$ cat src/rtl/fx_serdes_pkg.sv
package fx_serdes_pkg;

   localparam int unsigned DEF_SYM_W      = 5;
   localparam int unsigned DEF_DET_CYCLES = 625;

   typedef enum logic {
      DET_QUIET  = 1'b0,
      DET_ACTIVE = 1'b1
   } det_state_e;

   // one NRZI step: a 1 flips the level, a 0 keeps it
   function automatic logic nrzi_step(input logic level, input logic data_bit);
      return level ^ data_bit;
   endfunction

   // inverse: a change between consecutive samples is a 1
   function automatic logic nrzi_undo(input logic prev_level, input logic cur_level);
      return prev_level ^ cur_level;
   endfunction

endpackage

$ cat src/rtl/fx_tx_serializer.sv
module fx_tx_serializer
   import fx_serdes_pkg::*;
#(
   parameter int unsigned SYM_W = DEF_SYM_W
) (
   input  logic             clk,
   input  logic             rst_n,
   input  logic             clr,
   input  logic [SYM_W-1:0] sym_in,
   output logic             sym_ck,
   output logic             line_out
);

   localparam int unsigned PH_W    = (SYM_W > 2) ? $clog2(SYM_W) : 1;
   localparam logic [PH_W-1:0] PH_LAST = PH_W'(SYM_W - 1);
   localparam logic [PH_W-1:0] PH_HIGH = PH_W'((SYM_W - 1) / 2);
   // start one phase in so that the loopback round trip lands on a group boundary
   localparam logic [PH_W-1:0] PH_INIT = PH_W'(1);

   logic [PH_W-1:0]  phase_q;
   logic [SYM_W-1:0] shift_q;
   logic             level_q;

   always_ff @(posedge clk or negedge rst_n) begin
      if (!rst_n) begin
         phase_q <= PH_INIT;
         shift_q <= '0;
         level_q <= 1'b0;
      end else if (clr) begin
         phase_q <= PH_INIT;
         shift_q <= '0;
         level_q <= 1'b0;
      end else begin
         phase_q <= (phase_q == PH_LAST) ? '0 : phase_q + 1'b1;
         if (phase_q == PH_LAST) begin
            shift_q <= sym_in;
         end else begin
            shift_q <= shift_q >> 1;
         end
         level_q <= nrzi_step(level_q, shift_q[0]);
      end
   end

   assign sym_ck   = (phase_q <= PH_HIGH);
   assign line_out = level_q;

endmodule

$ cat src/rtl/fx_rx_deserializer.sv
module fx_rx_deserializer
   import fx_serdes_pkg::*;
#(
   parameter int unsigned SYM_W = DEF_SYM_W
) (
   input  logic             clk,
   input  logic             rst_n,
   input  logic             clr,
   input  logic             bit_en,
   input  logic             line_in,
   output logic [SYM_W-1:0] sym_out,
   output logic             sym_ck
);

   localparam int unsigned CNT_W    = (SYM_W > 2) ? $clog2(SYM_W) : 1;
   localparam logic [CNT_W-1:0] CNT_LAST = CNT_W'(SYM_W - 1);
   localparam logic [CNT_W-1:0] CNT_RISE = CNT_W'((SYM_W - 1) / 2);

   logic             prev_q;
   logic [SYM_W-1:0] acc_q;
   logic [CNT_W-1:0] cnt_q;
   logic [SYM_W-1:0] sym_q;
   logic             ck_q;
   logic             dec_bit;
   logic [SYM_W-1:0] acc_next;

   assign dec_bit  = nrzi_undo(prev_q, line_in);
   assign acc_next = {dec_bit, acc_q[SYM_W-1:1]};

   always_ff @(posedge clk or negedge rst_n) begin
      if (!rst_n) begin
         prev_q <= 1'b0;
         acc_q  <= '0;
         cnt_q  <= '0;
         sym_q  <= '0;
         ck_q   <= 1'b1;
      end else if (clr) begin
         prev_q <= 1'b0;
         acc_q  <= '0;
         cnt_q  <= '0;
         sym_q  <= '0;
         ck_q   <= 1'b1;
      end else if (bit_en) begin
         prev_q <= line_in;
         acc_q  <= acc_next;
         if (cnt_q == CNT_LAST) begin
            cnt_q <= '0;
            sym_q <= acc_next;
            ck_q  <= 1'b0;
         end else begin
            cnt_q <= cnt_q + 1'b1;
            if (cnt_q == CNT_RISE) begin
               ck_q <= 1'b1;
            end
         end
      end
   end

   assign sym_out = sym_q;
   assign sym_ck  = ck_q;

endmodule

$ cat src/rtl/fx_sig_qualifier.sv
module fx_sig_qualifier
   import fx_serdes_pkg::*;
#(
   parameter int unsigned DET_CYCLES = DEF_DET_CYCLES
) (
   input  logic clk,
   input  logic rst_n,
   input  logic clr,
   input  logic raw_in,
   output logic det_out
);

   localparam int unsigned DW = $clog2(DET_CYCLES + 1);
   localparam logic [DW-1:0] RUN_LAST = DW'(DET_CYCLES - 1);

   det_state_e    state_q;
   logic [DW-1:0] run_q;
   logic          differs;

   assign differs = (raw_in != state_q);

   always_ff @(posedge clk or negedge rst_n) begin
      if (!rst_n) begin
         state_q <= DET_QUIET;
         run_q   <= '0;
      end else if (clr) begin
         state_q <= DET_QUIET;
         run_q   <= '0;
      end else if (!differs) begin
         run_q <= '0;
      end else if (run_q == RUN_LAST) begin
         state_q <= raw_in ? DET_ACTIVE : DET_QUIET;
         run_q   <= '0;
      end else begin
         run_q <= run_q + 1'b1;
      end
   end

   assign det_out = (state_q == DET_ACTIVE);

endmodule

$ cat src/rtl/fx_symbol_serdes.sv
module fx_symbol_serdes
   import fx_serdes_pkg::*;
#(
   parameter int unsigned SYM_W      = DEF_SYM_W,
   parameter int unsigned DET_CYCLES = DEF_DET_CYCLES
) (
   input  logic             clk,
   input  logic             rst_n,
   input  logic             pd_n,
   input  logic             lpbk_n,
   input  logic [SYM_W-1:0] tx_symbol,
   output logic             tx_sym_ck,
   output logic             tx_line,
   input  logic             rx_line,
   input  logic             rx_bit_en,
   output logic [SYM_W-1:0] rx_symbol,
   output logic             rx_sym_ck,
   input  logic             sd_raw,
   output logic             sig_det
);

   generate
      if (SYM_W < 2) begin : g_bad_width
         $error("fx_symbol_serdes: SYM_W must be at least 2");
      end
      if (DET_CYCLES < 2) begin : g_bad_det
         $error("fx_symbol_serdes: DET_CYCLES must be at least 2");
      end
   endgenerate

   logic clr;
   logic dec_line;
   logic dec_en;

   assign clr = !pd_n;

   fx_tx_serializer #(.SYM_W(SYM_W)) ser_i (
      .clk      (clk),
      .rst_n    (rst_n),
      .clr      (clr),
      .sym_in   (tx_symbol),
      .sym_ck   (tx_sym_ck),
      .line_out (tx_line)
   );

   // loopback: decoder follows the transmit level at full bit rate
   assign dec_line = lpbk_n ? rx_line   : tx_line;
   assign dec_en   = lpbk_n ? rx_bit_en : 1'b1;

   fx_rx_deserializer #(.SYM_W(SYM_W)) des_i (
      .clk     (clk),
      .rst_n   (rst_n),
      .clr     (clr),
      .bit_en  (dec_en),
      .line_in (dec_line),
      .sym_out (rx_symbol),
      .sym_ck  (rx_sym_ck)
   );

   fx_sig_qualifier #(.DET_CYCLES(DET_CYCLES)) sdq_i (
      .clk     (clk),
      .rst_n   (rst_n),
      .clr     (clr),
      .raw_in  (sd_raw),
      .det_out (sig_det)
   );

endmodule

$ cat config.mk
export PLATFORM = sky130hd
export DESIGN_NAME = fx_symbol_serdes
export DESIGN_NICKNAME = d
export VERILOG_FILES = /design/src/rtl/fx_serdes_pkg.sv /design/src/rtl/fx_tx_serializer.sv /design/src/rtl/fx_rx_deserializer.sv /design/src/rtl/fx_sig_qualifier.sv /design/src/rtl/fx_symbol_serdes.sv
export SDC_FILE = /design/constraint.sdc
export NUM_CORES = 1
export LEC_CHECK = 0
export BUFFER_PORTS_ARGS = -buffer_cell sky130_fd_sc_hd__buf_2
export CORE_MARGIN = 3
export CORE_UTILIZATION = 35
export DETAILED_ROUTE_END_ITERATION = 6
export HOLD_SLACK_MARGIN = 0.12
export PLACE_DENSITY_LB_ADDON = 0.2
export RECOVER_POWER = 25
export SKIP_CTS_REPAIR_TIMING = 1
export SYNTH_ARGS = -nofsm -noshare
export SYNTH_HDL_FRONTEND = slang
export SYNTH_SLANG_ARGS = --single-unit
$ cat constraint.sdc
create_clock -name clk -period 2.06 [get_ports clk]
set_clock_uncertainty 0.05 [all_clocks]
set_input_delay 0 -clock clk [delete_from_list [all_inputs] [get_ports clk]]
set_output_delay 0 -clock clk [all_outputs]
set_load 0.03 [all_outputs]
Word level (Yosys, flattened, before mapping)
Cells that the tools add are included.
- $add $sub $neg: 3
- magnitude comparators: 1
- eq/ne operators: 10
- mux-type cells: 28
- bitwise gates (word level): 2
- reductions and logical operators: 3
- operators with widths (kind ; count):
    two-way mux 5 bit ; 7
    two-way mux 10 bit ; 3
    two-way mux 3 bit ; 5
    two-way mux 1 bit ; 13
    adder 10 x 1 -> 10 bit, second input constant ; 1
    equality test 10 bit, second input constant ; 1
    != test 2 x 1 -> 1 bit, second input constant ; 4
    adder 3 x 1 -> 3 bit, second input constant ; 2
    equality test 3 bit, second input constant ; 2
    AND reduction 2 bit ; 3
    equality test 3 x 2 -> 1 bit, second input constant ; 1
    <= comparator 3 x 2 -> 1 bit, second input constant ; 1
    != test 3 x 1 -> 1 bit, second input constant ; 1
    bitwise XOR 1 bit ; 2
    != test 1 bit ; 1
- register bits after elaboration: 35
- output and inout bits: 9

Longest topological paths before layout
Gate-level depths: netlist (run 1).
- depth in word-level cells: 5
- depth in mapped cells: 6
- depth with buffers taken out: 6

Hierarchy
Synthesis (run 1) repeated with hierarchy kept, for this count alone.
- cell total of the unflattened synthesis: 160
- area, all modules: 1746.7 um^2
- by module, submodules not included (module ; instances ; cells an instance ; area an instance (um^2) ; sequential area each (um^2)):
    fx_rx_deserializer ; 1 ; 59 ; 681.9 ; 351.6
    fx_sig_qualifier ; 1 ; 58 ; 581.8 ; 275.3
    fx_tx_serializer ; 1 ; 40 ; 457.9 ; 226.5
    fx_symbol_serdes ; 1 ; 3 ; 25.0 ; 0.0

Worst setup path before layout (run 1)
Ideal clock, no wire load.
- path type: reg-to-reg
- from: register des_i.cnt_q[0]
- to: register des_i.sym_q[4] (netlist: des_i.sym_out[4])
- library setup time: 125 ps
- arrival time: 1341 ps
- path slack: 544 ps
- stages on the path, launching flop included: 7
- buffers on the path: 1
- clock period less this slack: 1516 ps
- cell sequence: dfrtp_1 inv_1 ha_1 and3_4 buf_6 nand2b_4 mux2_4
- longest elaborated chain between the ends: 3
- ends and longest elaborated chain (item ; line ; source):
    start, declared ; fx_rx_deserializer.sv:21 ; logic [CNT_W-1:0] cnt_q;
    start signal, assigned ; fx_rx_deserializer.sv:51 ; cnt_q <= cnt_q + 1'b1;
    equality test 3 bit ; fx_rx_deserializer.sv:46 ; if (cnt_q == CNT_LAST) begin
    != test 2 x 1 -> 1 bit (no source line) ; n/a ;
    AND reduction 2 bit (no source line) ; n/a ;
    end signal, assigned ; fx_rx_deserializer.sv:48 ; sym_q <= acc_next;
    end, declared ; fx_rx_deserializer.sv:22 ; logic [SYM_W-1:0] sym_q;
Every way passes these cells.
A chain may end at the register's enable or synchronous reset.

Worst setup path in the final report (run 1)
Same ends and word-level chain as after synthesis.

==> results of run 1 <==
worst max-delay path, delay by kind of cell (launching register included):
| kind | cells | cell delay [ns] |
|---|---|---|
| DFF | 1 | 0.40 |
| and+or+nand+nor | 2 | 0.38 |
| muxes | 1 | 0.29 |
| buffers and inverters | 1 | 0.11 |
| adders and majority gates | 1 | 0.21 |
registers in the layout (all words and copies together), names as in the netlist:
register        cells
des_i.sym_out       5
des_i.cnt_q         3
des_i.sym_ck        1
ser_i.shift_q       5
des_i.prev_q        1
sdq_i.run_q        10
sdq_i.det_out       1
des_i.acc_q         4
ser_i.line_out      1
ser_i.phase_q       3
layer usage:
metal	part of all wire, %	routed length, um	GRT usage [%]	up-vias
met4	1.7	51	5.534	0
met3	4.6	139	4.139	7
met5	0	0	0	-
met2	48	1454	20.02	19
met1	45	1360	15.18	573
li1	-	-	-	595
cell families after synthesis:
family | share of synthesized area, %
and+or+nand+nor | 19.39
adders and majority gates | 5.988
buffers and inverters | 4.566
DFF | 51.05
xor gates and xnor gates | 5.763
AOI/OAI and AO/OA | 8.083
muxes | 5.165
report_power, final:
part | internal [mW] | switching (mW) | total [mW]
Combinational | 0.0631 | 0.0836 | 0.147
Clock | 0.269 | 0.228 | 0.497
Sequential | 0.691 | 0.0190 | 0.710
placed cells by master, fill, tap and decap left out, types with 7 or more instances in the layout:
master | Yosys | routed
dlygate4sd3_1 | 0 | 9
ha_1 | 8 | 8
dfrtp_1 | 32 | 32
inv_1 | 11 | 11
nand2_1 | 24 | 24
xnor2_1 | 7 | 7
clkbuf_1 | 2 | 8
buf_2 | 1 | 12
a21boi_0 | 9 | 9
nor2_1 | 17 | 17
layout make-up:
type,instances,area (sq um)
flip-flops and latches,34,853.3
multi-input cells,114,742.0
repair buffers,29,181.4
fillers,443,2500
clock buffers,7,86.33
clock inverters,1,5.005
inverters,11,41.29
well taps,52,65.06
through the flow:
step	area [sq um]	hold WS, ns
floorplan	1672	-0.3456
global placement	1802	0.05764
detailed placement	1802	0.06709
CTS	1893	-0.2417
global route	1974	0.1368
finish	1974	0.09240
final timing paths:
kind | start | to
worst max register to register | des_i.cnt_q[0]$_DFFE_PN0P_ | des_i.sym_out[4]$_DFFE_PN0P_
worst min register to register | ser_i.shift_q[2]$_DFF_PN0_ | ser_i.shift_q[1]$_DFF_PN0_
max in group asynchronous | rst_n | des_i.acc_q[2]$_DFFE_PN0P_
worst max-delay path | des_i.cnt_q[0]$_DFFE_PN0P_ | des_i.sym_out[4]$_DFFE_PN0P_
min in group asynchronous | rst_n | des_i.cnt_q[2]$_DFFE_PN0P_
worst min-delay path | rx_bit_en | des_i.acc_q[1]$_DFFE_PN0P_
==> metrics, run 1 <==
IO Count 21; CTS buffer count 5; Post-synth EDFFs 0; Die W 75.11 um; commonest cells in the netlist dfrtp_1 (32), nand2_1 (24), nor2_1 (17), inv_1 (11), a21boi_0 (9); Post-Syn Instances 164; crit path DAT 1.68 ns; syn nets 184; Period Utilization, post-route 76.01%; critical path class reg2reg; R2R cell count 5; WP data required 2.18 ns; final slew viol count 0; Root Driver clkbuf_8; Final min period 1.566 ns; Starting Density 37.36%; Clk pin slew, worst setup/hold paths 0.07 ns; crit path cell chain inv_1, ha_1, and3_4, nand2b_4, mux2_4; Ant. Diodes 0; total power 1.354 mW; Avg Cell Area, Syn 10.19 sq um; Synth Cell Area 1672 sq um; Async S/R FF share, synth 100.0%; Nets 215; crit-path max cell delay 0.40 ns; Die Area 5642 sq um; DP Cell Count 231; DRT iter0 DRCs 71; RSZ-0062 raised after global routing false; detailed placement HPWL 2130 um; vias in the first global route 1197; status finished clean; first-pass GRT wire length 5278 um; Critical Path Start Type flop; Seq/Total Area, Yosys 51.05%; initial antenna violation count 0; CP Capture Type flop; Total GRT Usage 12.45%; WL final 3006 um; post-synth top area share 47.90%; Yosys cell types 32; Placement Rows 24; Post-synth top flop dfrtp_1; vias 1194; maximum clock rate 638.7 MHz; Ys Warns 0; clk sink count 34; R2R Setup Slk 0.49 ns; CTS tree built; drt via density 4.815; actual slew at the worst max-slew pin 0.8309 ns; #FFs+latches synth 34; count leader, synth dfrtp_1; maxcap violations 0; slowest stage cell, crit path dfrtp_1; top cells by area, synth dfrtp_1 (48%), ha_1 (6.0%), nand2_1 (5.4%); TNS Setup 0 ns; setup ws final 0.4943 ns; pwr dens 685.8 nW/um^2; hold depth 4; final hold viol count 0; Cell Count, Final, Fillers Out 248; DR DRC count 0; maximum clock insertion buffer count 2; Yosys top cell by area dfrtp_1; Detailed Routing Iterations Pass 1 3; HP Class in2reg; Max-slew headroom 44.61%; deepest level of the CTS H-tree 2; Leak Pwr 0.8921 nW; grt ovf 0; area of the core 4474 sq um; post-route ant nets 0; WL/cell 12.12 um; clock latency on the worst-skew pair 0.28 ns; routability congestion estimate 0.7774; DIE HEIGHT 75.11 um; input/output buffers 20; peak supply drop 0.0002635 V; Layout area overhead 18.11%; count of final setup violators 0; worst slack at placement 0.5121 ns; largest net degree at the start of global routing 35; final core utilization 44.13%; layout cell share with drive strength beyond 1 13.27%; worst-path maximum fanout 5
Power figures use the tool's default switching activity.
==> run 2: changes to the inputs <==
Clock period 2.06 ns to 1.6 ns, I/O delays scaled along.
==> run 2 against run 1 <==
Compared with the run above: die area stayed put; clock power grew 24%; global-route usage shrank 0.30 points; clock-buffer cell count fell by 1; critical endpoint is now des_i.prev_q$_DFFE_PN0P_; largest power group unchanged; highest routed layer unchanged.
==> metrics, run 2 (synthesized netlist as in run 1, its figures left out) <==
power share of the combinational group 11.4% (+0.6 points); crit path launch pd_n; Leak Pwr 0.9158 nW (+2.7%); WL final 3041 um (+1.2%); clock latency on the worst-skew pair 0.28 ns (about the same); Final min period 1.528 ns; RSZ-0062 raised after global routing false; critical path's top delay family buffers and inverters; WP data required 1.78 ns (-0.40 ns); actual slew at the worst max-slew pin 0.8274 ns (-0.003447 ns); crit path DAT 1.70 ns (+0.02 ns); Most flops, register sdq_i.run_q; vias 1182 (-1.0%); TNS Setup 0 ns (unchanged); crit path cell chain dlygate4sd3_1, clkbuf_2, o211a_1, dlygate4sd3_1; P_sw 0.4411 mW (+33%); Root Driver clkbuf_8; maxcap violations 0 (unchanged); Die Area 5642 sq um (unchanged); initial antenna violation count 0 (unchanged); Die W 75.11 um (unchanged); Worst path depth 4 (-1); Sw Ratio 25.59% (+1.2 points); DIE HEIGHT 75.11 um (unchanged); Nets 219 (+1.9%); deepest level of the CTS H-tree 2 (unchanged); first-pass GRT wire length 5050 um (-4.3%); status finished clean; RR Startpoint des_i.cnt_q[0]$_DFFE_PN0P_; Clk pwr share 35.6% (-1.1 points); final slew viol count 0 (unchanged); CP bufs+invs 3 (+2); maximum clock insertion buffer count 2 (unchanged); grt ovf 0 (unchanged); crit path to des_i.prev_q$_DFFE_PN0P_; Clk pin slew, worst setup/hold paths 0.07 ns (about the same); area of the core 4474 sq um (unchanged); maximum clock rate 654.3 MHz; HP Class in2reg; IO Count 21 (unchanged); slowest stage cell, crit path dlygate4sd3_1; Ant. Diodes 0 (unchanged); P_int 1.283 mW (+25%); Critical Path Start Type primary input; Layout area overhead 20.13%; crit-path max cell delay 0.54 ns (+0.14 ns); CTS tree built; final hold viol count 0 (unchanged); R2R cell count 5 (unchanged); pwr dens 858.5 nW/um^2 (+25%); commonest non-fill, non-tap cell in the layout dfrtp_1; layout cell share with drive strength beyond 1 15.50% (+2.2 points); post-route ant nets 0 (unchanged); vias in the first global route 1068 (-11%); CP Capture Type flop; WL/cell 12.07 um (-0.44%); peak supply drop 0.0006008 V (+130%); max FFs per register 10 (unchanged); critical path class in2reg; part of the power in registers 53.0% (+0.6 points); CTS buffer count 5 (unchanged); worst r2r dst des_i.sym_out[4]$_DFFE_PN0P_; worst-path maximum fanout 27 (+22); Placement Rows 24 (unchanged); drt via density 4.690 (-2.6%); input/output buffers 20 (unchanged); count of final setup violators 0 (unchanged); Detailed Routing Iterations Pass 1 4 (+1); Max-slew headroom 44.84% (+0.23 points); DR DRC count 0 (unchanged); largest net degree at the start of global routing 35 (unchanged); crit-path most repeated cell dlygate4sd3_1; routability congestion estimate 0.7755 (-0.24%); detailed placement HPWL 2180 um (+2.4%); DRT iter0 DRCs 31 (-56%); R2R Setup Slk 0.09 ns (-0.40 ns); fin area 2008 sq um (+1.7%); Filler cells 431 (-2.7%); clk sink count 34 (unchanged); Starting Density 37.36% (unchanged); Period Utilization, post-route 95.52%; most frequent cells in the layout dfrtp_1 (32), nand2_1 (24), nor2_1 (17); Total GRT Usage 12.16% (-0.30 points); Placed Area 1824 sq um (+1.2%)
-- run 2: how the worst min path moves through the flow --
stage | slack, ns | to | start | cells past startpoint
floorplan | -0.35 | des_i.acc_q[1]$_DFFE_PN0P_ | rst_n | 0
global placement | 0.05 | des_i.cnt_q[2]$_DFFE_PN0P_ | rst_n | 1
detailed placement | 0.06 | des_i.cnt_q[2]$_DFFE_PN0P_ | rst_n | 1
CTS | -0.25 | des_i.sym_out[1]$_DFFE_PN0P_ | rst_n | 1
global route | 0.14 | des_i.acc_q[1]$_DFFE_PN0P_ | rx_bit_en | 5
finish | 0.14 | des_i.acc_q[2]$_DFFE_PN0P_ | rx_bit_en | 5
-- run 2: power groups by stage --
stage | registers, mW | clock network [mW] | logic [mW]
2_1_floorplan | 0.932 | 0 | 0.110
3_3_place_gp | 0.928 | 0 | 0.173
3_5_place_dp | 0.931 | 0 | 0.180
4_1_cts | 0.915 | 0.642 | 0.183
5_1_grt | 0.918 | 0.683 | 0.222
6_report | 0.914 | 0.614 | 0.196
-- run 2: cell type report --
class / instances / area [sq um] / share of cell area [%]
Clock inverter: 2 / 13.76 / 0.6854
Sequential cell: 34 / 853.3 / 42.49
Clock buffer: 6 / 72.57 / 3.614
Multi-Input combinational cell: 114 / 747.0 / 37.20
Inverter: 11 / 41.29 / 2.056
Timing Repair Buffer: 33 / 215.2 / 10.72
Tap cell: 52 / 65.06 / 3.240
-- run 2: metrics by stage --
| step | utilization (%) | setup slack [ns] | power, mW | std cells | hold WS (ns) |
|---|---|---|---|---|---|
| after CTS | 42.70 | 0.09129 | 1.740 | 242 | -0.2482 |
| after detailed placement | 40.77 | 0.1238 | 1.112 | 234 | 0.06450 |
| after global placement | 40.77 | 0.1661 | 1.101 | 234 | 0.05240 |
| final | 44.88 | 0.07170 | 1.724 | 252 | 0.1385 |
| after global routing | 44.88 | 0.002598 | 1.823 | 252 | 0.1381 |
| after floorplan | - | 0.08391 | 1.042 | 164 | -0.3456 |
-- run 2: worst register-to-register path: stages (launching register included) --
cell and delay, ns:
dfrtp_1 0.40, inv_1 0.11, ha_1 0.22, and3_4 0.20, nand2b_4 0.11, mux2_4 0.30
-- run 2: per-layer routing --
metal  track usage, %  up-vias  wire (um)
li1                 -      599          -
met1            14.29      565       1381
met2            19.54       16       1524
met3            5.741        2        120
met4            4.150        0         14
met5                0        -          0
